**src/rtl/sertx_pkg.sv**
```systemverilog
package sertx_pkg;
  typedef enum logic [1:0] {
    SEQ_IDLE  = 2'd0,
    SEQ_SHIFT = 2'd1,
    SEQ_HOLD  = 2'd2
  } seq_state_t;

  localparam logic [2:0] SLAVE_SEL = 3'b111;
endpackage

```
**src/rtl/sertx_fifo.sv**
```systemverilog
module sertx_fifo #(
  parameter int DEPTH = 16,
  parameter int EW    = 10,
  localparam int AW   = $clog2(DEPTH),
  localparam int PW   = AW + 1
) (
  input  logic          clk,
  input  logic          rst_n,
  input  logic          wr_valid,
  input  logic [EW-1:0] wr_entry,
  output logic          wr_ready,
  output logic          wr_acc,
  output logic          ovf_pulse,
  input  logic          pop,
  output logic [EW-1:0] head,
  output logic [PW-1:0] count,
  output logic          full,
  output logic          empty
);
  localparam logic [PW-1:0] FULL_CNT = PW'(DEPTH);

  logic [EW-1:0] mem [DEPTH];
  logic [PW-1:0] wr_ptr, ld_ptr;

  assign count    = wr_ptr - ld_ptr;
  assign full     = (count == FULL_CNT);
  assign empty    = (count == '0);
  assign wr_ready = !full;
  assign wr_acc   = wr_valid && !full;
  assign head     = mem[ld_ptr[AW-1:0]];

  always_ff @(posedge clk) begin
    if (wr_acc) mem[wr_ptr[AW-1:0]] <= wr_entry;
  end

  always_ff @(posedge clk or negedge rst_n) begin
    if (!rst_n) begin
      wr_ptr    <= '0;
      ld_ptr    <= '0;
      ovf_pulse <= 1'b0;
    end else begin
      if (wr_acc) wr_ptr <= wr_ptr + 1'b1;
      if (pop)    ld_ptr <= ld_ptr + 1'b1;
      ovf_pulse <= wr_valid && full;
    end
  end
endmodule

```
**src/rtl/sertx_shift.sv**
```systemverilog
module sertx_shift #(
  parameter int DW  = 8,
  localparam int BW = $clog2(DW)
) (
  input  logic          clk,
  input  logic          rst_n,
  input  logic          master,
  input  logic          sclk_in,
  input  logic          start,
  input  logic [DW-1:0] load_word,
  input  logic          tx_en,
  input  logic          sdi,
  output logic          sclk_out,
  output logic          sdo,
  output logic          fin,
  output logic [DW-1:0] fin_word
);
  localparam logic [BW-1:0] LAST_BIT = BW'(DW - 1);

  logic [DW-1:0] shreg;
  logic [BW-1:0] bitcnt;
  logic          active, phase;
  logic          s1, s2;
  logic          shift_evt;

  assign shift_evt = active && (master ? phase : (s1 && !s2));
  assign fin       = shift_evt && (bitcnt == LAST_BIT);
  assign fin_word  = {shreg[DW-2:0], sdi};
  assign sclk_out  = master && active && phase;
  assign sdo       = tx_en && active && shreg[DW-1];

  always_ff @(posedge clk or negedge rst_n) begin
    if (!rst_n) begin
      shreg  <= '0;
      bitcnt <= '0;
      active <= 1'b0;
      phase  <= 1'b0;
      s1     <= 1'b0;
      s2     <= 1'b0;
    end else begin
      s1 <= sclk_in;
      s2 <= s1;
      if (start) begin
        shreg  <= load_word;
        bitcnt <= '0;
        active <= 1'b1;
        phase  <= 1'b0;
      end else if (active) begin
        if (master) phase <= !phase;
        if (shift_evt) begin
          shreg  <= fin_word;
          bitcnt <= bitcnt + 1'b1;
          if (bitcnt == LAST_BIT) active <= 1'b0;
        end
      end
    end
  end
endmodule

```
**src/rtl/sertx_csdec.sv**
```systemverilog
module sertx_csdec #(
  parameter int CSW  = 2,
  localparam int NCS = 1 << CSW
) (
  input  logic [CSW-1:0] code,
  input  logic           enable,
  output logic [NCS-1:0] cs_n
);
  for (genvar i = 0; i < NCS; i++) begin : g_line
    assign cs_n[i] = !(enable && (code == CSW'(i)));
  end
endmodule

```
**src/rtl/sertx_ctrl.sv**
```systemverilog
module sertx_ctrl
  import sertx_pkg::*;
#(
  parameter int DEPTH = 16,
  parameter int DW    = 8,
  parameter int CSW   = 2,
  localparam int EW   = DW + CSW,
  localparam int PW   = $clog2(DEPTH) + 1,
  localparam int NCS  = 1 << CSW
) (
  input  logic           clk,
  input  logic           rst_n,
  input  logic           wr_valid,
  input  logic [DW-1:0]  wr_data,
  input  logic [CSW-1:0] wr_cs,
  output logic           wr_ready,
  input  logic           tx_en,
  input  logic           rx_en,
  input  logic [2:0]     clk_sel,
  input  logic           sclk_in,
  output logic           sclk_out,
  output logic           sdo,
  input  logic           sdi,
  output logic [NCS-1:0] cs_n,
  output logic [DW-1:0]  rx_data,
  output logic           rx_valid,
  input  logic           rx_ready,
  output logic           busy,
  output logic           full,
  output logic           empty,
  output logic [PW-1:0]  count,
  output logic           done_irq,
  output logic           ovf_irq
);
  seq_state_t     state;
  logic           master, any_en;
  logic           wr_acc, start, fin, cmpl, store, rd;
  logic [EW-1:0]  head;
  logic [DW-1:0]  fin_word, pend, word_in;
  logic [CSW-1:0] cs_q, head_cs;

  assign master  = (clk_sel != SLAVE_SEL);
  assign any_en  = tx_en || rx_en;
  assign head_cs = head[EW-1:DW];

  sertx_fifo #(.DEPTH(DEPTH), .EW(EW)) u_fifo (
    .clk(clk), .rst_n(rst_n),
    .wr_valid(wr_valid), .wr_entry({wr_cs, wr_data}),
    .wr_ready(wr_ready), .wr_acc(wr_acc), .ovf_pulse(ovf_irq),
    .pop(cmpl), .head(head), .count(count), .full(full), .empty(empty)
  );

  sertx_shift #(.DW(DW)) u_shift (
    .clk(clk), .rst_n(rst_n), .master(master), .sclk_in(sclk_in),
    .start(start), .load_word(head[DW-1:0]), .tx_en(tx_en), .sdi(sdi),
    .sclk_out(sclk_out), .sdo(sdo), .fin(fin), .fin_word(fin_word)
  );

  sertx_csdec #(.CSW(CSW)) u_csdec (
    .code(cs_q), .enable(master && busy), .cs_n(cs_n)
  );

  assign rd     = rx_valid && rx_ready;
  assign start  = (state == SEQ_IDLE) && any_en && !empty;
  assign store  = ((state == SEQ_SHIFT) && fin && rx_en && !rx_valid) ||
                  ((state == SEQ_HOLD) && !rx_valid);
  assign cmpl   = ((state == SEQ_SHIFT) && fin && !(rx_en && rx_valid)) ||
                  ((state == SEQ_HOLD) && !rx_valid);
  assign word_in = (state == SEQ_HOLD) ? pend : fin_word;

  always_ff @(posedge clk or negedge rst_n) begin
    if (!rst_n) begin
      state    <= SEQ_IDLE;
      pend     <= '0;
      rx_data  <= '0;
      rx_valid <= 1'b0;
      done_irq <= 1'b0;
      busy     <= 1'b0;
      cs_q     <= '0;
    end else begin
      done_irq <= cmpl;
      unique case (state)
        SEQ_IDLE:  if (start) state <= SEQ_SHIFT;
        SEQ_SHIFT: if (fin) begin
          if (rx_en && rx_valid) begin
            pend  <= fin_word;
            state <= SEQ_HOLD;
          end else begin
            state <= SEQ_IDLE;
          end
        end
        SEQ_HOLD:  if (!rx_valid) state <= SEQ_IDLE;
        default:   state <= SEQ_IDLE;
      endcase

      if (store) begin
        rx_data  <= word_in;
        rx_valid <= 1'b1;
      end else if (rd) begin
        rx_valid <= 1'b0;
      end

      if (wr_acc && any_en)                 busy <= 1'b1;
      else if (cmpl && count == PW'(1))     busy <= 1'b0;

      if (start)                 cs_q <= head_cs;
      else if (wr_acc && any_en) cs_q <= empty ? wr_cs : head_cs;
    end
  end
endmodule

```
**config.mk**
```make
export PLATFORM = sky130hd
export DESIGN_NAME = sertx_ctrl
export DESIGN_NICKNAME = d
export VERILOG_FILES = /design/src/rtl/sertx_pkg.sv /design/src/rtl/sertx_fifo.sv /design/src/rtl/sertx_shift.sv /design/src/rtl/sertx_csdec.sv /design/src/rtl/sertx_ctrl.sv
export SDC_FILE = /design/constraint.sdc
export NUM_CORES = 1
export LEC_CHECK = 0
export ABC_AREA = 1
export BUFFER_PORTS_ARGS = -buffer_cell sky130_fd_sc_hd__buf_2
export CAP_MARGIN = 20
export CORE_UTILIZATION = 40
export CTS_BUF_LIST = sky130_fd_sc_hd__clkbuf_8
export DETAILED_ROUTE_END_ITERATION = 6
export GPL_ROUTABILITY_DRIVEN = 0
export SKIP_LAST_GASP = 1
export SLEW_MARGIN = 20
export SYNTH_ARGS = -nofsm -noshare
export SYNTH_HDL_FRONTEND = slang
export SYNTH_SLANG_ARGS = --single-unit
```
**constraint.sdc**
```tcl
create_clock -name clk -period 7.15 [get_ports clk]
set_input_delay 0.3575 -clock clk [delete_from_list [all_inputs] [get_ports clk]]
set_output_delay 0.3575 -clock clk [all_outputs]
set_load 0.02 [all_outputs]
```
Word-level counts from Yosys, hierarchy flattened

Memories as Yosys holds them, arrays and structs flattened.
Cells that the tools add are included.

Bits in registers: 49
RAM bits: 160
Output and inout bits: 26
Word-level logic and storage cells: 113
Input bits: 21
Memories kept: 1

Reductions and logical operators: 51
Add/subtract/negate cells: 4
Mux-type cells: 29
Equality and inequality tests: 12

Memories:

| memory     | words | width | rd ports | clocked after Yosys merged registers in | write ports | RTL line         | source |
|---|---|---|---|---|---|---|---|
| u_fifo.mem | 16    | 10    | 1        | 0                                       | 1           | sertx_fifo.sv:22 | `logic [EW-1:0] mem [DEPTH];` |

Operators with widths:

| cell                                                | count |
|---|---|
| two-way mux 8 bit                                   | 4 |
| logical AND 1 bit                                   | 25 |
| two-way mux 1 bit                                   | 14 |
| two-way mux 2 bit                                   | 7 |
| nonzero test 2 bit                                  | 6 |
| adder 5 x 1 -> 5 bit, second input constant         | 2 |
| zero test 1 bit                                     | 10 |
| two-way mux 3 bit                                   | 3 |
| equality test 2 bit, second input constant          | 3 |
| != test 2 bit, second input constant                | 3 |
| case mux 2 bit (3 select lines)                     | 1 |
| AND reduction 3 bit                                 | 2 |
| equality test 5 x 1 -> 1 bit, second input constant | 1 |
| equality test 5 bit, second input constant          | 1 |
| zero test 5 bit                                     | 1 |
| subtractor 5 bit                                    | 1 |
| equality test 2 x 1 -> 1 bit, second input constant | 2 |
| zero test 2 bit                                     | 2 |
| AND reduction 2 bit                                 | 2 |
| adder 3 x 1 -> 3 bit, second input constant         | 1 |
| equality test 3 bit, second input constant          | 1 |
| logical OR 1 bit                                    | 3 |
| != test 3 bit, second input constant                | 1 |

Longest topological paths before layout

Gate-level depths: netlist of run 1.

Word-level depth: 11
Depth in mapped cells: 15

Modules after synthesis

A second synthesis of run 1 with hierarchy kept.

Cells, all modules: 830
Area total of the unflattened synthesis: 9101.2 um^2

Modules (own cells, without submodules):

| module      | times used | area each (um^2) | cells each | sequential area each (um^2) |
|---|---|---|---|---|
| sertx_fifo  | 1          | 7098.1           | 584        | 5079.9 |
| sertx_ctrl  | 1          | 1106.1           | 136        | 575.6 |
| sertx_shift | 1          | 867.1            | 103        | 375.4 |
| sertx_csdec | 1          | 30.0             | 7          | 0.0 |

Least setup slack after synthesis of run 1

Ideal clock, no wire load.

Path type: register to register
From: reg u_fifo.ld_ptr[3]
To: mem u_fifo.mem[10][0], enable pin
Cell stages (with the launch flop): 12
Setup slack: 4.078 ns
Setup time: 0.390 ns
Path buffers: 2
Arrival time: 2.682 ns
Data required time: 6.760 ns
Clock period less this slack: 3.072 ns
Cells stage by stage: dfrtp_1 > inv_1 > buf_1 > ha_1 > a21oi_1 > nand2_1 > nand2_1 > nand2_2 > nand4_4 > nand2_2 > buf_2 > nor3_1

Cells in the longest elaborated chain, start to end: 6

RTL lines:

| what                                    | RTL line         | source |
|---|---|---|
| start, declared                         | sertx_fifo.sv:23 | `logic [PW-1:0] wr_ptr, ld_ptr;` |
| start signal, assigned                  | sertx_fifo.sv:43 | `if (pop) ld_ptr <= ld_ptr + 1'b1;` |
| subtractor 5 bit                        | sertx_fifo.sv:25 | `assign count = wr_ptr - ld_ptr;` |
| net count[4]                            | sertx_ctrl.sv:31 | `output logic [PW-1:0] count,` |
| equality test 5 bit                     | sertx_fifo.sv:26 | `assign full = (count == FULL_CNT);` |
| zero test 1 bit                         | --               |  |
| net wr_ready                            | sertx_ctrl.sv:16 | `output logic wr_ready,` |
| logical AND 1 bit                       | sertx_fifo.sv:29 | `assign wr_acc = wr_valid && !full;` |
| two-way mux 1 bit                       | sertx_fifo.sv:33 | `if (wr_acc) mem[wr_ptr[AW-1:0]] <= wr_entry;` |
| two-way mux 1 bit (not written as such) | sertx_fifo.sv:33 |  |
| end, declared                           | sertx_fifo.sv:22 |  |

The timed path passes the listed nets, and every way through them passes these cells.

Worst setup path in the final report of run 1

From: reg u_fifo.ld_ptr[2]
To: mem u_fifo.mem[2][8], enable pin

Cells in the longest elaborated chain, start to end: 6

RTL lines:

| what                                    | RTL line |
|---|---|
| subtractor 5 bit                        | sertx_fifo.sv:25 |
| equality test 5 bit                     | sertx_fifo.sv:26 |
| zero test 1 bit                         | sertx_fifo.sv:29 |
| logical AND 1 bit                       | sertx_fifo.sv:29 |
| two-way mux 1 bit                       | sertx_fifo.sv:33 |
| two-way mux 1 bit (not written as such) | sertx_fifo.sv:33 |

No other way between the ends.

==> results of run 1 <==
-- power by group through the flow --
stage,clock network (mW),logic (mW),registers (mW)
after CTS,0.982,1.65,1.58
after global routing,1.03,1.84,1.60
final,0.960,1.64,1.58
after floorplan,0,1.16,1.60
after detailed placement,0,1.64,1.60
after global placement,0,1.62,1.60
-- registers in the layout, summed over array words and instances (netlist names) --
name	cells
u_shift.s1	1
rx_valid	1
cs_q	2
pend	8
done_irq	1
busy	1
u_fifo.ld_ptr	5
state	2
u_shift.active	1
u_fifo.mem	160
u_fifo.ovf_pulse	1
u_shift.phase	1
u_shift.bitcnt	3
rx_data	8
u_shift.s2	1
u_shift.shreg	8
u_fifo.wr_ptr	5
-- path summary, 6_finish.rpt --
| check | from | end | slack (ps) | cells past startpoint |
|---|---|---|---|---|
| hold reg to reg | u_shift.s1 | u_shift.s2 | 390 | 0 |
| min in group asynchronous | rst_n | rx_data[4] | 470 | 3 |
| setup / recovery | u_fifo.ld_ptr[2] | u_fifo.mem[2][8] | 3280 | 10 |
| hold / removal | rx_ready | rx_valid | 30 | 2 |
| max in group asynchronous | rst_n | u_fifo.ld_ptr[0] | 6230 | 3 |
| setup reg to reg | u_fifo.ld_ptr[2] | u_fifo.mem[2][8] | 3280 | 10 |
-- cells by family (layout without fill, tap and decap cells) --
logic type	count (synthesis)	in the layout
simple gates	436	436
compound gates	114	114
buf+inv	106	192
fa+ha+maj	12	12
xor+xnor	8	8
flops	209	209
-- cell usage in the layout (no fill, tap or decap), types with 14 or more instances in the layout --
cell type	synthesis	routed
nor3_1	16	14
dfrtp_1	49	47
buf_4	2	18
nand3_1	79	79
o21ai_0	91	91
buf_2	17	46
inv_1	62	77
clkbuf_8	0	37
nand2_1	171	171
nor2_1	148	148
edfxtp_1	160	160
-- area by class of cell --
class	count	area (um^2)	area share, %
clock buffers	37	509	4.90
clock inverters	24	111	1.07
inverters	65	246	2.37
multi-input cells	570	2750	26.5
flip-flops and latches	209	6030	58.0
well taps	285	357	3.43
repair buffers	66	385	3.71
-- metrics by stage --
step / hold slack [ps] / std cells / utilization (%) / worst slack, ps / total power [mW]
2_1_floorplan: 61.9 / 885 / - / 4080 / 2.76
3_3_place_gp: 369 / 1193 / 43.0 / 3280 / 3.22
3_5_place_dp: 383 / 1193 / 43.1 / 3130 / 3.24
4_1_cts: 10.3 / 1256 / 45.9 / 3140 / 4.21
5_1_grt: 34.2 / 1256 / 45.9 / 3040 / 4.47
6_report: 25.8 / 1256 / 45.9 / 3280 / 4.18
-- metal layers --
layer	routed length (um)	vias to the layer above	global-route usage, %
li1	-	3111	-
met1	10400	3042	28.2
met2	10100	235	30.0
met3	1760	40	4.20
met4	419	0	5.95
met5	0	-	0
-- cells in the mapped netlist, types with 2 or more instances --
master,instances,area (um^2)
a21oi_1,3,15.0
buf_2,17,85.1
buf_4,2,15.0
buf_6,5,56.3
buf_8,2,30.0
clkbuf_1,14,52.6
dfrtp_1,49,1230
edfxtp_1,160,4800
ha_1,11,138
inv_1,62,233
nand2_1,171,642
nand2_2,6,37.5
nand2_4,2,22.5
nand3_1,79,395
nand3_2,2,20.0
nand4_4,2,42.5
nor2_1,148,556
nor3_1,16,80.1
o211ai_1,7,52.6
o21ai_0,91,455
o21ai_1,9,45.0
o22ai_1,2,12.5
xor2_1,6,52.6
-- repair_timing --
item,in CTS,in global routing
gates resized for setup,0,0
endpoints found under the hold margin,50,0
hold buffers,2,0
endpoints found under the setup margin,0,0
==> results.toml, run 1 <==
[outcome]
status = "complete, no violations"

[global_route]
antenna_found_initial = 0
grt_pass1_wl_mm = 35.2
grt_max_degree = 86
grtUsageTotal_pct = 19.7
first_global_vias = 6153
overflow = 0

[synthesis]
ys_seq_area_share_pct = 65.1
synth-xor-area-share_pct = 0.838
synth_edf_count = 160
synthMuxAreaShare_pct = 0
syn_area_um2 = 9260
synthSimpleGateAreaFrac_pct = 20.5
synthArstFlopShare_pct = 23.4
syn_area_per_cell_um2 = 10.5
netlist_instances = 885
ys.flop_type = "edfxtp_1"
synth_top_family_by_area = "simple AND/OR/NAND/NOR gates"
synth_compound_area_share_pct = 6.54
yosysWarnings = 0
synth_seq_cells = 209
synthAdderAreaFrac_pct = 1.70
syn-num-nets = 918
post_synth_num_cell_types = 42

[clock_network]
cts_tree = "done"
clkLatencyLatePin_ps = 540
clock_path_buffers = 3
clk_pin_slew_ps = 60
htree_levels = 2
cts_sinks = 209
root_buffer = "clkbuf_8"
cts_setup_buffers = 0
cts_buffers = 35

[worst_setup_path]
critPathSlowestCell = "dfrtp_1"
cp-start-kind = "flip-flop"
cpLargestDelayFamily = "simple AND/OR/NAND/NOR gates"
cpPeakStageDelay_ps = 720
path_cells = "clkinv_1 > ha_1 > a21oi_2 > nand2_1 > nand2_1 > nand2_2 > nand4_4 > nand2_2 > nor3_1 > buf_4"
crit_fanout = 22
worstPathRequired_ps = 7380
critPathKind = "flip-flop to flip-flop"
cp.arrival_ps = 4100
critical_path_buf_inv_count = 2
worst_setup_path_end_kind = "flip-flop"

[floorplan]
core_um2 = 22600
die_x_um = 154
die_y_um = 154
num_rows = 55
io_pins = 47
dieArea_um2 = 23800
initial_core_util_pct = 40.9

[routing]
vias = 6428
wl_mm = 22.6
detail-route-antenna-nets = 0
drc_errors = 0
avgRoutedWirePerCell_um = 18.0
via_per_inst = 5.12
first_iter_violations = 769
first_pass_iters = 5

[pwr]
p_seq_share_pct = 37.8
p_leak_nw = 4.28
p_comb_share_pct = 39.3
irDropWorstVdd_uv = 179
powerDensity_nw_per_um2 = 402
p_int_mw = 2.46
clock_power_share_pct = 23.0
swShare_pct = 41.3
switchingPower_mw = 1.73

[final_layout]
fillCellCount = 2128
design_area_um2 = 10400
drive_gt1_share_pct = 13.7
finalNetCount = 980
areaGrowthSynthToFinish_pct = 12.2
antenna_cells = 0

[min_path]
worstHoldPathType = "input port to flip-flop"

[timing]
drv_slew = 0
slew_headroom_pct = 36.7
grt_setup_unrepaired = "no"
finalHoldViolCount = 0
worst_slew_pin_slew_ps = 949
setup_viol = 0
fmax_mhz = 259
skew_ps = 30.2
finalSetupTns_ps = 0
finalCritPeriodShare_pct = 54.1
fin_crit_ps = 3870

[run]
max_cap_viol_count = 0

[placed_design]
port_buffers = 46
hpwl_mm = 14.2
dpl_cell_area_um2 = 9750
(Power assumes the default switching activity.)
==> inputs of run 2 (changes only) <==
==> constraint.sdc (replaced) <==
create_clock -name clk -period 3.7 [get_ports clk]
set_input_delay 0.185 -clock clk [delete_from_list [all_inputs] [get_ports clk]]
set_output_delay 0.185 -clock clk [all_outputs]
set_load 0.02 [all_outputs]
==> results.toml, run 2 (synthesis gave the netlist of run 1 again) <==
[placed_design]
dpl_cell_area_um2 = 9800
place_inst = 1199
dpl_worst_slack_ps = 937
port_buffers = 46
hpwl_mm = 13.0

[final_layout]
drive_gt1_share_pct = 14.1
final_common_cell = "nand2_1"
areaGrowthSynthToFinish_pct = 13.4
finalNetCount = 990
fillCellCount = 2132
fin_util_pct = 46.4
final_cell_mix = "nand2_1, edfxtp_1, nor2_1"
fin_cells = 1270
largest_reg_flops = 160
antenna_cells = 0
design_area_um2 = 10500

[run]
max_cap_viol_count = 0

[clock_network]
ctsHoldBuffers = 5
cts_buffers = 36
root_buffer = "clkbuf_8"
clock_path_buffers = 3
clk_pin_slew_ps = 60
clkLatencyLatePin_ps = 540
cts_sinks = 209
htree_levels = 2
cts_tree = "done"
cts_setup_buffers = 0
cts_resized = 0

[timing]
setup_ws_ps = 829
whs_ps = 35.3
fmax_mhz = 348
worst_slew_pin_slew_ps = 1030
finalHoldViolCount = 0
skew_ps = 29.6
finalSetupTns_ps = 0
slew_headroom_pct = 31.0
fin_crit_ps = 2870
drv_slew = 0
setup_viol = 0
grt_setup_unrepaired = "no"
finalCritPeriodShare_pct = 77.6

[worst_setup_path]
cp.arrival_ps = 2690
cp_num_cells = 9
cpPeakStageDelay_ps = 490
worst_setup_path_end_kind = "output port"
critPathSlowestCell = "ha_1"
crit_fanout = 12
rr_worst_depth = 10
critical_path_buf_inv_count = 3
path_cells = "clkinv_1 > ha_1 > or2_1 > nand2_2 > nand3_4 > nor2_4 > nand2_4 > inv_1 > buf_2"
worstPathRequired_ps = 3510
cp-start-kind = "flip-flop"
cpLargestDelayFamily = "simple AND/OR/NAND/NOR gates"
critPathKind = "flip-flop to output port"

[routing]
first_pass_iters = 4
vias = 6349
drc_errors = 0
first_iter_violations = 373
via_per_inst = 5.00
avgRoutedWirePerCell_um = 16.7
detail-route-antenna-nets = 0
wl_mm = 21.2

[pwr]
power_mw = 8.08
irDropWorstVdd_uv = 345
powerDensity_nw_per_um2 = 770
p_leak_nw = 4.34

[global_route]
grt_max_degree = 84
grt_pass1_wl_mm = 33.9
antenna_found_initial = 0
grtUsageTotal_pct = 18.5
overflow = 0
first_global_vias = 6227

[outcome]
status = "complete, no violations"

[floorplan]
num_rows = 55
die_x_um = 154
die_y_um = 154
initial_core_util_pct = 40.9
core_um2 = 22600
dieArea_um2 = 23800
io_pins = 47

[min_path]
worstHoldPathType = "input port to flip-flop"
hold_depth = 1
==> run 2: changes by cell type in the layout (fill, tap and decap cells not counted), moves of 2 or more <==
cell	previous run	this run
buf_4	18	23
dlygate4sd3_1	2	5
clkinv_1	5	7
inv_8	2	0
nor3_1	14	16
nor3_2	2	0
==> run 2: layout make-up <==
type                       instances  area [um^2]  share of cell area, %
clock buffer                      38          523                   4.98
clock inverter                    28          129                   1.23
inverter                          65          246                   2.35
multi-input combinational        570         2740                   26.1
sequential                       209         6030                   57.4
tap                              285          357                   3.40
timing repair buffer              75          473                   4.50
==> run 2: layer usage <==
| layer | part of all wire, % | wire length (um) | up-vias | global-route usage, % |
|---|---|---|---|---|
| li1 | - | - | 3132 | - |
| met1 | 48 | 10100 | 3045 | 25.0 |
| met2 | 46 | 9830 | 140 | 30.4 |
| met3 | 4.3 | 915 | 32 | 2.90 |
| met4 | 1.7 | 363 | 0 | 6.14 |
| met5 | 0 | 0 | - | 0 |
==> run 2: final timing paths <==
kind | startpoint | endpoint | slack [ps]
setup reg to reg | u_fifo.ld_ptr[2] | u_fifo.mem[10][9] | 920
max in group asynchronous | rst_n | u_fifo.ld_ptr[1] | 2750
hold reg to reg | u_shift.s1 | u_shift.s2 | 400
setup / recovery | u_fifo.ld_ptr[2] | empty | 830
hold / removal | wr_data[1] | u_fifo.mem[14][1] | 40
min in group asynchronous | rst_n | rx_data[4] | 150
==> run 2: report_power, final <==
group	switching [mW]	leakage, nW	internal [mW]
Sequential	0.164	2.05	2.88
Combinational	2.18	1.90	0.972
Clock	0.934	0.387	0.958
